`config.mk`:
```
export PLATFORM = sky130hd
export DESIGN_NAME = dual_bank_regfile
export DESIGN_NICKNAME = d
export VERILOG_FILES = /design/src/rtl/dbrf_pkg.sv /design/src/rtl/dbrf_bank_toggle.sv /design/src/rtl/dbrf_bank_pair.sv /design/src/rtl/dbrf_read_port.sv /design/src/rtl/dual_bank_regfile.sv
export SDC_FILE = /design/constraint.sdc
export NUM_CORES = 1
export LEC_CHECK = 0
export ABC_AREA = 1
export BUFFER_PORTS_ARGS = -buffer_cell sky130_fd_sc_hd__buf_2
export CORE_UTILIZATION = 25
export CTS_CLUSTER_SIZE = 20
export DETAILED_ROUTE_END_ITERATION = 7
export PLACE_DENSITY_LB_ADDON = 0.05
export REMOVE_ABC_BUFFERS = 1
export SETUP_SLACK_MARGIN = 0.1
export SYNTH_ARGS = -nofsm -noshare
export SYNTH_HDL_FRONTEND = slang
export SYNTH_SLANG_ARGS = --single-unit
export TNS_END_PERCENT = 10
```
`constraint.sdc`:
```
create_clock -name clk -period 3.35 [get_ports clk]
set_input_delay 0.335 -clock clk [delete_from_list [all_inputs] [get_ports clk]]
set_output_delay 0.335 -clock clk [all_outputs]
set_load 0.005 [all_outputs]
```
`src/rtl/dbrf_pkg.sv`:
```
// Shared constants for the dual-bank register file.
// Register code: 0..5 = B,C,D,E,H,L (general), 6 = A, 7 = F.
package dbrf_pkg;
    localparam int NUM_GP   = 6;
    localparam int NUM_AF   = 2;
    localparam int NUM_REGS = NUM_GP + NUM_AF;
    localparam int SEL_W    = $clog2(NUM_REGS);
    localparam logic [1:0] PAIR_NONE = 2'd3;
endpackage

```
`src/rtl/dbrf_bank_toggle.sv`:
```
// One-bit bank pointer. Assumes flip is a single-cycle strobe;
// each strobe moves the pointer to the other bank. Reset selects main.
module dbrf_bank_toggle (
    input  logic clk,
    input  logic rst_n,
    input  logic flip,
    output logic sel
);
    // Pointer register: clears on reset, inverts on a flip strobe.
    always_ff @(posedge clk) begin
        if (!rst_n)    sel <= 1'b0;
        else if (flip) sel <= ~sel;
    end

    // a strobe always changes the pointer
    p_flip_changes_r6: assert property (@(posedge clk) disable iff (!rst_n)
        flip |=> sel != $past(sel));
    // without a strobe the pointer holds
    p_hold_without_flip_r7: assert property (@(posedge clk) disable iff (!rst_n)
        !flip |=> $stable(sel));
endmodule

```
`src/rtl/dbrf_bank_pair.sv`:
```
// Two copies of N registers of width W. Only the copy chosen by
// bank_sel is visible and writable; the other copy holds its contents.
// Assumes we/wd are already decoded per register.
module dbrf_bank_pair #(
    parameter int N = 6,
    parameter int W = 8
) (
    input  logic                clk,
    input  logic                rst_n,
    input  logic                bank_sel,
    input  logic [N-1:0]        we,
    input  logic [N-1:0][W-1:0] wd,
    output logic [N-1:0][W-1:0] view
);
    logic [N-1:0][W-1:0] mem0;
    logic [N-1:0][W-1:0] mem1;

    // Storage: clear both copies on reset, write only the active copy.
    always_ff @(posedge clk) begin
        if (!rst_n) begin
            mem0 <= '0;
            mem1 <= '0;
        end else begin
            for (int i = 0; i < N; i++) begin
                if (we[i]) begin
                    if (bank_sel) mem1[i] <= wd[i];
                    else          mem0[i] <= wd[i];
                end
            end
        end
    end

    // Visible copy, one selector per register.
    for (genvar g = 0; g < N; g++) begin : g_view
        assign view[g] = bank_sel ? mem1[g] : mem0[g];
    end

    // the hidden copy never changes
    p_hidden_main_kept_r8: assert property (@(posedge clk) disable iff (!rst_n)
        bank_sel |=> $stable(mem0));
    p_hidden_alt_kept_r8: assert property (@(posedge clk) disable iff (!rst_n)
        !bank_sel |=> $stable(mem1));
endmodule

```
`src/rtl/dbrf_read_port.sv`:
```
// Combinational read port over the active register view.
// Byte mode returns one register zero-extended; pair mode returns
// {even register, odd register} for pair codes 0..2 and zero for code 3.
module dbrf_read_port
    import dbrf_pkg::*;
#(
    parameter int W = 8
) (
    input  logic                       wide,
    input  logic [SEL_W-1:0]           sel,
    input  logic [NUM_REGS-1:0][W-1:0] regs,
    output logic [2*W-1:0]             data
);
    logic [SEL_W-1:0] hi_idx;
    logic [SEL_W-1:0] lo_idx;

    assign hi_idx = {sel[1:0], 1'b0};
    assign lo_idx = {sel[1:0], 1'b1};

    // Output selection for byte and pair reads.
    always_comb begin
        data = '0;
        if (!wide)                      data[W-1:0] = regs[sel];
        else if (sel[1:0] != PAIR_NONE) data = {regs[hi_idx], regs[lo_idx]};
    end
endmodule

```
`src/rtl/dual_bank_regfile.sv`:
```
// Dual-bank byte register file with separate exchange of A/F and of the
// six general registers. Two combinational read ports, one write port.
// Assumes swap strobes and write controls are synchronous to clk.
module dual_bank_regfile
    import dbrf_pkg::*;
#(
    parameter int W = 8
) (
    input  logic             clk,
    input  logic             rst_n,
    input  logic             rd0_wide,
    input  logic [2:0]       rd0_sel,
    output logic [2*W-1:0]   rd0_data,
    input  logic             rd1_wide,
    input  logic [2:0]       rd1_sel,
    output logic [2*W-1:0]   rd1_data,
    input  logic             wr_en,
    input  logic             wr_wide,
    input  logic [2:0]       wr_sel,
    input  logic [2*W-1:0]   wr_data,
    input  logic             swap_af,
    input  logic             swap_gp,
    output logic             af_bank,
    output logic             gp_bank
);
    logic [NUM_REGS-1:0]        we8;
    logic [NUM_REGS-1:0][W-1:0] wd8;
    logic [NUM_REGS-1:0][W-1:0] view8;
    logic [NUM_GP-1:0][W-1:0]   gp_view;
    logic [NUM_AF-1:0][W-1:0]   af_view;
    logic [SEL_W-1:0]           wr_hi;
    logic [SEL_W-1:0]           wr_lo;

    assign wr_hi = {wr_sel[1:0], 1'b0};
    assign wr_lo = {wr_sel[1:0], 1'b1};

    // Write decode: per-register enable and data for byte and pair writes.
    always_comb begin
        we8 = '0;
        for (int i = 0; i < NUM_REGS; i++) wd8[i] = wr_data[W-1:0];
        if (wr_en) begin
            if (!wr_wide) begin
                we8[wr_sel] = 1'b1;
            end else if (wr_sel[1:0] != PAIR_NONE) begin
                we8[wr_hi] = 1'b1;
                we8[wr_lo] = 1'b1;
                wd8[wr_hi] = wr_data[2*W-1:W];
            end
        end
    end

    dbrf_bank_toggle i_af_toggle (
        .clk (clk), .rst_n (rst_n), .flip (swap_af), .sel (af_bank)
    );
    dbrf_bank_toggle i_gp_toggle (
        .clk (clk), .rst_n (rst_n), .flip (swap_gp), .sel (gp_bank)
    );

    dbrf_bank_pair #(.N(NUM_GP), .W(W)) i_gp_banks (
        .clk (clk), .rst_n (rst_n), .bank_sel (gp_bank),
        .we (we8[NUM_GP-1:0]), .wd (wd8[NUM_GP-1:0]), .view (gp_view)
    );
    dbrf_bank_pair #(.N(NUM_AF), .W(W)) i_af_banks (
        .clk (clk), .rst_n (rst_n), .bank_sel (af_bank),
        .we (we8[NUM_REGS-1:NUM_GP]), .wd (wd8[NUM_REGS-1:NUM_GP]), .view (af_view)
    );

    assign view8 = {af_view, gp_view};

    dbrf_read_port #(.W(W)) i_rd0 (
        .wide (rd0_wide), .sel (rd0_sel), .regs (view8), .data (rd0_data)
    );
    dbrf_read_port #(.W(W)) i_rd1 (
        .wide (rd1_wide), .sel (rd1_sel), .regs (view8), .data (rd1_data)
    );

    // reset returns both pointers to the main bank
    p_reset_main_r1: assert property (@(posedge clk)
        !rst_n |=> (!af_bank && !gp_bank));
    // a byte write without a swap is visible next cycle
    p_byte_write_visible_r4: assert property (@(posedge clk) disable iff (!rst_n)
        (wr_en && !wr_wide && !swap_af && !swap_gp) |=>
            view8[$past(wr_sel)] == $past(wr_data[W-1:0]));
    // a pair write updates both bytes on one edge
    p_pair_write_both_r5: assert property (@(posedge clk) disable iff (!rst_n)
        (wr_en && wr_wide && wr_sel[1:0] != PAIR_NONE && !swap_gp) |=>
            (view8[$past(wr_hi)] == $past(wr_data[2*W-1:W]) &&
             view8[$past(wr_lo)] == $past(wr_data[W-1:0])));
    // an A/F swap alone leaves the general registers untouched
    p_af_swap_isolated_r6: assert property (@(posedge clk) disable iff (!rst_n)
        (swap_af && !swap_gp && !wr_en) |=> ($stable(gp_view) && $stable(gp_bank)));
endmodule

```
; Word level (Yosys, flattened, before mapping)
; Index checks and enable logic that the tools add are counted.
[op_classes]
n_addsub = 0
multipliers = 0
n_div = 0
order_cmp = 12
n_eq_ne = 3
shifts = 0
mux = 41
n_bitwise = 3
n_reduce_logical = 19
[ops]
columns = cell, count
row1 = $mux W64, 3
row2 = $mux W8, 22
row3 = $bmux W8 S2, 4
row4 = $bwmux W64, 1
row5 = $bmux W8 S3, 2
row6 = $lt A3 B4 Y1 const B, 9
row7 = $mux W16, 2
row8 = $reduce_and A2 Y1, 16
row9 = $demux W8 S2, 1
row10 = $ge A3 B1 Y1 const B, 3
row11 = $or A7 B8 Y8, 1
row12 = $ne A2 B2 Y1 const B, 3
row13 = $demux W1 S2, 2
row14 = $demux W1 S3, 1
row15 = $logic_and A1 B1 Y1, 3
row16 = $mux W1, 3
row17 = $not A1 Y1, 2
[totals]
register_bits = 130
latch_bits = 0
mem_bits_rw = 0
mem_bits_ro = 0
inputBits = 33
output_inout_bits = 34
wordCells = 96
mem_count = 0

; Depth between registers and ports, before layout
; Gate-level depths: netlist of the first run.
[logic_depth]
depth_word = 9
mapped_depth = 10
mapped_depth_nobuf = 9

; Cells and area by module
; From an unflattened synthesis of the first run, not the netlist that was laid out.
[unflattened]
cells_unflattened = 1527
hier_area_um2 = 8740.9
[by_module_without_submodules]
columns = mod, instances, cells_per_inst, area_per_inst_um2, seq_area_each_um2
row1 = dbrf_bank_pair at i_gp_banks, 1, 687, 4458.0, 1921.8
row2 = dbrf_read_port, 2, 240, 1046.0, 0.0
row3 = dbrf_bank_pair at i_af_banks, 1, 229, 1602.8, 640.6
row4 = dual_bank_regfile, 1, 121, 518.0, 0.0
row5 = dbrf_bank_toggle, 2, 5, 35.0, 20.0

; Worst setup path before layout of the first run
; Ideal clock, no wire load.
[synth_path]
kind = flip-flop to output port
from = register i_gp_toggle.sel
to = output port rd0_data[4]
arrival_time_ns = 1.261
t_required_ns = 3.015
setup_slack_ns = 1.754
stages_incl_launch_ff = 10
n_path_buf = 2
path_cell_list = dfxtp_1 buf_2 buf_2 nand2_1 nand3_1 nand3_1 nand2_1 nand2_1 nand3_1 nand2_1
[synth_between]
elab_chain_cells = 5
elab_cells_between_ends = 12
classes_between = mux (12)
[synth_rtl]
columns = element, line_no
row1 = from (decl), dbrf_bank_toggle.sv:7  ; output logic sel
row2 = from (signal assigned), dbrf_bank_toggle.sv:12  ; else if (flip) sel <= ~sel;
row3 = $mux W8, dbrf_bank_pair.sv:35  ; assign view[g] = bank_sel ? mem1[g] : mem0[g];
row4 = $bmux W8 S2, dbrf_read_port.sv:24  ; else if (sel[1:0] != PAIR_NONE) data = {regs[hi_idx], regs[lo_idx]};
row5 = $mux W8 (implied by the code), dbrf_read_port.sv:24
row6 = $mux W16, dbrf_read_port.sv:24
row7 = $mux W8 *, dbrf_read_port.sv:23  ; if (!wide) data[W-1:0] = regs[sel];
row8 = to (decl), dual_bank_regfile.sv:13  ; output logic [2*W-1:0] rd0_data,
; Every way passes the cells marked *; elsewhere a longest branch is shown, timed or not. The select of a mux whose other input is x is not followed.

; Worst setup path in the final report of the first run
[layout_path]
from = register i_gp_toggle.sel
to = output port rd1_data[12]
[layout_between]
elab_chain_cells = 5
elab_cells_between_ends = 7
classes_between = mux (7)
[layout_rtl]
columns = element, line_no
row1 = $mux W8, dbrf_bank_pair.sv:35
row2 = $bmux W8 S2 *, dbrf_read_port.sv:24
row3 = $mux W8 (implied by the code) *, dbrf_read_port.sv:24
row4 = $mux W16 *, dbrf_read_port.sv:24
row5 = $mux W8 *, dbrf_read_port.sv:23
row6 = to (decl), dual_bank_regfile.sv:16  ; output logic [2*W-1:0] rd1_data,
; Marks and branches as above.

==> impl_metrics.yaml, run 1 <==
floorplan:
  core_area_sq_um: 32600
  std_cell_rows: 66
  io_pins: 67
  initial_core_util_pct: 25.5
  die_h_microns: 184
  die_w_microns: 184
  dieArea_sq_um: 33900
layout:
  filler_cell_count: 3742
  final-seq-area_sq_um: 2600
  utilization_pct: 29.3
  multi_input_area_sq_um: 4720
  diodes: 0
  syn_to_final_growth_pct: 14.9
  drive_gt1_share_pct: 11.5
  finalNetCount: 1407
global_routing:
  grt_pass1_vias: 8432
  grt_use_total_pct: 22.6
  antenna_found_initial: 0
  grt.overflow.total: 0
  grt_pass1_wl_mm: 55.7
  grt_max_degree: 88
timing:
  finalCritPeriodShare_pct: 78.0
  grt_setup_unrepaired: "no"
  setup_violations: 0
  fmax_mhz: 383
  holdWs_ps: 132
  setup_slack_ps: 738
  fin_crit_ps: 2610
  drv_slew: 0
  hold_viol_final: 0
  maxSlewHeadroom_pct: 40.2
  finClkSkew_ps: 10.3
  worst_slew_pin_slew_ps: 896
clock_network:
  post_cts_resized: 0
  cts.clk_slew.worst_paths_ps: 70
  cts_tree: "built"
  clk_latency_ps: 430
  clockBufferDepth: 2
  cts_setup_buffers: 0
  htreeDepth: 4
  numCtsBuffers: 17
  clockRootBuffer: "clkbuf_16"
  cts.sinks: 130
  hold_buffers: 0
worst_setup_path:
  cp.arrival_ps: 2280
  critPathKind: "reg2out"
  cp_cell_sequence: "inv_2 -> buf_12 -> nand2_1 -> nand2_1 -> nor2_1 -> o21ai_0 -> a31oi_1 -> buf_2"
  r2r_cells: 6
  end_kind: "output port"
  cpMostUsedCell: "nand2_1"
  worstPathRequired_ps: 3010
  start_kind: "flop"
  max_stage_delay_ps: 340
  crit_slowest_cell: "dfxtp_2"
  critical_path.max_fanout: 41
synthesis:
  synthArstFlopShare_pct: 0
  synth_seq_cells: 130
  yosysMostFrequentCell: "nand2_1"
  yosys_warnings: 0
  yosys_most_used_dff: "dfxtp_1"
  ys_top_cells_by_count: "nand2_1, nand3_1, inv_1"
  synthTopCellsByArea: "dfxtp_1, nand2_1, nand3_1"
  yosysTopAreaCell: "dfxtp_1"
  synth_area_sq_um: 8300
  synth_top_cell_area_share_pct: 31.3
  synth_edf_count: 0
  avgSynthCellArea_sq_um: 6.12
  synth_cells: 1357
  ys_seq_area_share_pct: 31.3
  synth_cell_types: 30
power_and_ir_drop:
  comb_power_share_pct: 21.0
  peakVddDrop_mv: 0.348
  pwr_density_cell_nw_per_um2: 480
  power.total_mw: 4.58
  internal_power_mw: 3.00
  clockPowerShare_pct: 43.7
  p_sw_mw: 1.58
  swShare_pct: 34.5
  seqPwrFrac_pct: 35.3
  p_leak_nw: 4.12
worst_hold_path:
  min_path_type: "in2reg"
  worstHoldPathCells: 3
routing:
  drcViolationCount: 0
  dr_total_vias: 8944
  drt-wirelength-per-cell_microns: 20.5
  first_iter_violations: 804
  viasPerCell: 4.89
  dr.pass1.iters: 5
  antenna_left: 0
  wl_mm: 37.4
place:
  hpwl_mm: 26.5
  gp_congestion: 0.876
  place_ws_ps: 965
  port_buffers: 66
outcome:
  status: "finished, final reports clean"
job:
  max-cap-violations: 0
## flip-flops by register name, indices dropped and copies added, names as in the netlist
name	cells
i_gp_banks.mem0	48
i_af_banks.mem0	16
i_af_toggle.sel	1
i_gp_banks.mem1	48
i_af_banks.mem1	16
i_gp_toggle.sel	1
## final cells by class
| cell class | instances | area share (%) |
|---|---|---|
| Clock buffer | 17 | 4.46 |
| Clock inverter | 15 | 1.91 |
| Inverter | 147 | 5.89 |
| Multi-Input combinational cell | 997 | 49.5 |
| Sequential cell | 130 | 27.3 |
| Tap cell | 442 | 5.80 |
| Timing Repair Buffer | 81 | 5.19 |
## critical path: cells and delay by family (launching register included)
family	cells	cell delay, ps
buffers and inverters	3	710
AOI/OAI and AO/OA	2	370
DFF	1	340
and+or+nand+nor	3	360
## worst paths after layout
| check | startpoint | end | slack, ps |
|---|---|---|---|
| min reg2reg | i_gp_banks.mem1[38] | i_gp_banks.mem1[38] | 450 |
| max | i_gp_toggle.sel | rd1_data[12] | 740 |
| max reg2reg | i_gp_toggle.sel | i_gp_banks.mem0[44] | 1160 |
| min | swap_af | i_af_toggle.sel | 130 |
## stage by stage
| stage | std cells | setup TNS, ps | cell area (sq um) |
|---|---|---|---|
| after floorplan | 1274 | -3180 | 7880 |
| after global placement | 1797 | 0 | 8930 |
| after detailed placement | 1797 | 0 | 8930 |
| after CTS | 1829 | 0 | 9540 |
| after global routing | 1829 | 0 | 9540 |
| final | 1829 | 0 | 9540 |
## placed cells by master, fill, tap and decap left out
cell type	instances
nand2_1	372
nand3_1	216
inv_1	132
dfxtp_1	129
o21ai_0	117
a21oi_1	109
nor2_1	90
buf_2	65
o211ai_1	34
clkbuf_16	17
o21ai_1	14
buf_4	12
inv_2	11
a31oi_1	11
nand3_2	9
nand2_4	7
inv_8	5
inv_6	5
nor2_8	4
buf_12	4
nor2_2	3
clkinvlp_4	3
clkinv_4	2
nor2_4	2
clkinv_1	2
nand2_2	2
o21ai_2	2
bufinv_16	2
or2_2	1
and2_1	1
a21oi_2	1
nand4_4	1
o21ai_4	1
dfxtp_2	1
## power by group through the flow
stage / registers, mW / logic [mW] / clock network (mW)
6_report: 1.62 / 0.962 / 2.00
5_1_grt: 1.62 / 1.07 / 2.10
4_1_cts: 1.62 / 0.966 / 2.04
3_5_place_dp: 1.65 / 0.963 / 0
3_3_place_gp: 1.65 / 0.970 / 0
2_1_floorplan: 1.67 / 0.515 / 0
## per-layer routing
metal | GRT usage, % | part of all wire (%)
met1 | 31.9 | 49
met2 | 35.8 | 45
met3 | 2.81 | 4.4
met4 | 6.73 | 2.0
met5 | 0 | 0
## cells by family (layout without fill, tap and decap cells)
group | count (synthesis) | count (layout) | share of synthesized area [%]
and+or+nand+nor | 708 | 708 | 38.0
buffers and inverters | 230 | 260 | 11.8
DFF | 130 | 130 | 31.3
AOI/OAI and AO/OA | 289 | 289 | 18.9
No activity file was read; power rests on OpenSTA's default activity.
==> inputs of run 2 (changes only) <==
==> constraint.sdc (replaced) <==
create_clock -name clk -period 2.26 [get_ports clk]
set_input_delay 0.226 -clock clk [delete_from_list [all_inputs] [get_ports clk]]
set_output_delay 0.226 -clock clk [all_outputs]
set_load 0.005 [all_outputs]
==> run 2 against run 1 <==
Net effect:
- register-to-register slack got worse by 610 ps
- wire length increased by 8.7%
- worst hold slack got worse by 100 ps
- final cell count increased by 1.8%
- die area unchanged
- sequential power increased by 49%
- highest routed layer is now met5
- core utilization increased by 2.4 points
- critical path type unchanged
- clock power increased by 59%
==> impl_metrics.yaml, run 2 (synthesized netlist as in run 1, its figures left out) <==
job:
  max-cap-violations: 0
routing:
  routed.top_layer: "met5"
  wl_met1_mm: 19.9
  wl_mm: 40.7
  first_iter_violations: 718
  antenna_left: 0
  routed-wl-met2_mm: 18.0
  wl_met3_mm: 1.78
  dr.pass1.iters: 5
  drt-wirelength-per-cell_microns: 21.8
  dr_total_vias: 9156
  viasPerCell: 4.92
  drcViolationCount: 0
clock_network:
  hold_buffers: 0
  numCtsBuffers: 17
  cts.sinks: 130
  clockBufferDepth: 2
  clk_latency_ps: 450
  clockRootBuffer: "clkbuf_16"
  cts_tree: "built"
  htreeDepth: 4
  cts.clk_slew.worst_paths_ps: 60
timing:
  fmax_mhz: 445
  setup_violations: 0
  fin_crit_ps: 2250
  hold_viol_final: 0
  finClkSkew_ps: 12.6
  worst_slew_pin_slew_ps: 672
  finalCritPeriodShare_pct: 99.5
  maxSlewHeadroom_pct: 55.2
  holdWs_ps: 27.2
  drv_slew: 0
  grt_setup_unrepaired: "yes"
layout:
  final_common_cell: "nand2_1"
  finalNetCount: 1439
  drive_gt1_share_pct: 18.0
  syn_to_final_growth_pct: 24.6
  utilization_pct: 31.7
  fin_cells: 1862
  top_regs: "i_gp_banks.mem0 x48, i_gp_banks.mem1 x48"
  filler_cell_count: 3657
  final_cell_mix: "nand2_1, nand3_1, inv_1, dfxtp_1, o21ai_0"
power_and_ir_drop:
  pwr_density_cell_nw_per_um2: 699
  peakVddDrop_mv: 0.576
  p_leak_nw: 4.42
  power.total_mw: 7.23
global_routing:
  grt_pass1_vias: 8526
  grt_max_degree: 56
  grt_use_total_pct: 24.2
  grt_pass1_wl_mm: 58.6
  antenna_found_initial: 2
  grt.overflow.total: 0
floorplan:
  std_cell_rows: 66
  io_pins: 67
  initial_core_util_pct: 25.5
  die_h_microns: 184
  die_w_microns: 184
  core_area_sq_um: 32600
  dieArea_sq_um: 33900
place:
  gp_congestion: 0.898
  port_buffers: 66
  hpwl_mm: 29.2
  placed_cells: 1817
worst_setup_path:
  critical_path.max_fanout: 8
  start_kind: "flop"
  cp.arrival_ps: 2020
  rr_startpoint: "i_gp_toggle.sel"
  worstPathRequired_ps: 2030
  startpoint: "i_gp_toggle.sel"
  end_kind: "output port"
  critPathKind: "reg2out"
worst_hold_path:
  hp-start: "swap_af"
  min_path_type: "in2reg"
outcome:
  status: "finished, final reports clean"
## run 2: cell count changes in the layout (fill, tap and decap cells not counted), moves of 4 or more
cell,previous run,this run
buf_4,12,26
clkbuf_16,17,22
inv_6,5,0
nand3_1,216,198
nand2_2,2,33
buf_12,4,11
nand2_4,7,14
o21ai_0,117,108
o21ai_1,14,23
nand2_1,372,334
nand3_2,9,27
buf_6,0,4
clkinv_4,2,6
inv_8,5,0
## run 2: worst max-delay path, stage by stage (launching register included)
cell and delay, ps:
dfxtp_4 430, clkinv_8 120, buf_16 160, nand2_2 100, nand2_2 60, nor2_1 90, o21ai_1 80, a31oi_2 350
buf_2 180
## run 2: area by class of cell
| class | instances | area, sq um | area share, % |
|---|---|---|---|
| multi-input cells | 997 | 4980 | 48.1 |
| flip-flops and latches | 130 | 2610 | 25.2 |
| repair buffers | 113 | 966 | 9.34 |
| inverters | 147 | 574 | 5.55 |
| well taps | 442 | 553 | 5.35 |
| clock buffers | 19 | 453 | 4.38 |
| clock inverters | 13 | 208 | 2.01 |
| diodes | 1 | 2.50 | 0.0242 |
## run 2: repair_timing
item,in CTS,in global routing
pin swaps,0,8
hold endpoints to repair,0,0
gates cloned,1,6
buffers inserted,1,4
setup endpoints to repair,32,32
gates resized for setup,22,69
## run 2: per-stage QoR
step	setup TNS, ps	instance area [sq um]	worst slack (ps)
2_1_floorplan	-73580	7880	-1100
3_3_place_gp	0	9160	56.0
3_5_place_dp	0	9160	72.6
4_1_cts	0	9930	58.1
5_1_grt	-788	10300	-63.2
6_report	0	10300	11.2
## run 2: worst paths after layout
| check | end | slack (ps) | cells past startpoint |
|---|---|---|---|
| setup / recovery | rd0_data[13] | 10 | 8 |
| hold / removal | i_af_toggle.sel | 30 | 3 |
| setup reg to reg | i_gp_banks.mem1[43] | 550 | 7 |
| hold reg to reg | i_af_banks.mem1[1] | 450 | 2 |
## run 2: where the power goes
group	internal, mW	switching [mW]
Clock	2.01	1.15
Combinational	0.528	1.12
Sequential	2.38	0.0329
Total	4.92	2.31
## run 2: layer usage
metal / vias up / GRT usage [%]
met1: 4299 / 34.0
met4: 2 / 8.93
met2: 260 / 36.8
met3: 46 / 4.11
li1: 4549 / -
met5: - / 0
==> inputs of run 3 (changes only) <==
==> constraint.sdc (replaced) <==
create_clock -name clk -period 1.9 [get_ports clk]
set_input_delay 0.095 -clock clk [delete_from_list [all_inputs] [get_ports clk]]
set_output_delay 0.095 -clock clk [all_outputs]
set_load 0.005 [all_outputs]
==> run 3 against run 2 <==
Net effect:
- the run now ends with negative setup slack left
- worst setup slack lost 190 ps
- non-clock buffer count grew 3
- core utilization grew 0.24 points
- wire length shrank 2.5%
- critical path depth grew 2
- global-route usage shrank 0.37 points
- worst hold slack gained 40 ps
- die area is the same
- first-iteration DRC count shrank 21%
- combinational power grew 19%
- critical path type unchanged
- largest cell class unchanged
==> impl_metrics.yaml, run 3 (synthesized netlist as in run 1, its figures left out) <==
timing:
  tns_ps: -2830
  drv_slew: 0
  hold_viol_final: 0
  fin_crit_ps: 2080
  finalCritPeriodShare_pct: 109
  finClkSkew_ps: 7.14
  worst_slew_pin_slew_ps: 541
  holdWs_ps: 67.7
  setup_slack_ps: -177
  fmax_mhz: 482
  setup_violations: 32
  maxSlewHeadroom_pct: 63.9
  grt_setup_unrepaired: "yes"
routing:
  drt-wirelength-per-cell_microns: 21.3
  dr_total_vias: 9120
  viasPerCell: 4.89
  drcViolationCount: 0
  antenna_left: 0
  dr.pass1.iters: 5
  wl_mm: 39.7
  first_iter_violations: 567
global_routing:
  grt_pass1_vias: 8834
  grt_max_degree: 65
  grt_pass1_wl_mm: 58.2
  antenna_found_initial: 0
  grt.overflow.total: 0
  grt_use_total_pct: 23.8
layout:
  final_cell_mix: "nand2_1, nand3_1, inv_1, dfxtp_1, a21oi_1"
  drive_gt1_share_pct: 18.6
  top_regs: "i_gp_banks.mem0 x48, i_gp_banks.mem1 x48"
  diodes: 0
  utilization_pct: 31.9
  fin_cells: 1864
  filler_cell_count: 3684
  syn_to_final_growth_pct: 25.5
  finalNetCount: 1442
  final_area_sq_um: 10400
  final_common_cell: "nand2_1"
worst_setup_path:
  rr_startpoint: "i_gp_toggle.sel"
  critPathKind: "reg2out"
  critical_path.max_fanout: 6
  reg2reg_slack_ps: 200
  crit_cells: 10
  cp_cell_sequence: "buf_12 -> clkbuf_16 -> or2_4 -> nand3_2 -> nand3_2 -> nand2_1 -> nand2_1 -> nand3_1 -> nand2_1 -> buf_2"
  crit_end: "rd0_data[6]"
  worstPathRequired_ps: 1800
  r2r_cells: 8
  cpMostUsedCell: "nand2_1"
  path_buf_inv: 3
  end_kind: "output port"
  max_stage_delay_ps: 400
  start_kind: "flop"
  crit_slowest_cell: "dfxtp_4"
  cp.arrival_ps: 1980
  startpoint: "i_gp_toggle.sel"
  path_delay_family: "simple AND/OR/NAND/NOR gates"
  rr_endpoint: "i_gp_banks.mem1[41]"
place:
  hpwl_mm: 27.6
  port_buffers: 66
  dpl_cell_area_sq_um: 9180
  placed_cells: 1820
  place_ws_ps: 134
  gp_congestion: 0.830
floorplan:
  io_pins: 67
  core_area_sq_um: 32600
  die_h_microns: 184
  dieArea_sq_um: 33900
  std_cell_rows: 66
  die_w_microns: 184
  initial_core_util_pct: 25.5
power_and_ir_drop:
  pwr_density_cell_nw_per_um2: 813
  peakVddDrop_mv: 0.620
  power.total_mw: 8.47
  p_leak_nw: 4.43
clock_network:
  clk_latency_ps: 440
  cts.clk_slew.worst_paths_ps: 60
  cts_tree: "built"
  htreeDepth: 4
  clockRootBuffer: "clkbuf_16"
  numCtsBuffers: 17
  clockBufferDepth: 2
  cts.sinks: 130
job:
  max-cap-violations: 0
outcome:
  violations: "negative setup slack"
  status: "finished, violations left"
worst_hold_path:
  min_path_type: "in2reg"
-- run 3: metal layers --
| metal | GRT usage [%] | routed length [microns] |
|---|---|---|
| met5 | 0 | 0 |
| met4 | 6.67 | 713 |
| met3 | 2.81 | 1390 |
| met2 | 39.7 | 18400 |
| met1 | 32.2 | 19200 |
-- run 3: area by class of cell --
| class | count | area [sq um] | area share, % |
|---|---|---|---|
| sequential | 130 | 2610 | 25.0 |
| clock inverter | 13 | 183 | 1.75 |
| multi-input combinational | 997 | 5020 | 48.2 |
| clock buffer | 19 | 453 | 4.35 |
| tap | 442 | 553 | 5.31 |
| inverter | 147 | 574 | 5.51 |
| timing repair buffer | 116 | 1030 | 9.86 |
-- run 3: where the power goes --
part,internal (mW),total [mW],switching [mW]
clock,2.26,3.63,1.37
sequential,2.83,2.87,0.0401
combinational,0.646,1.97,1.33
total,5.73,8.47,2.74
-- run 3: what timing repair did --
item	in CTS	in global routing
pin swaps	4	6
gates resized for setup	75	47
cloned	5	2
hold endpoints to repair	2	0
setup buffers	1	2
setup endpoints to repair	32	36
hold buffers	2	0
-- run 3: worst min-delay path by stage --
stage / startpoint / end / depth (start not counted)
2_1_floorplan: rst_n / i_af_toggle.sel / 2
3_3_place_gp: swap_gp / i_gp_toggle.sel / 3
3_5_place_dp: swap_gp / i_gp_toggle.sel / 3
4_1_cts: wr_data[5] / i_gp_banks.mem0[13] / 3
5_1_grt: wr_data[5] / i_gp_banks.mem0[13] / 3
6_report: wr_data[0] / i_gp_banks.mem1[40] / 3
-- run 3: worst reg2reg max path: stages, from the launching register on --
cell and delay, ps:
dfxtp_4 450, buf_12 160, buf_16 180, buf_4 150
buf_12 150, nand3_2 110, buf_12 190, o21ai_0 160
a21oi_1 50
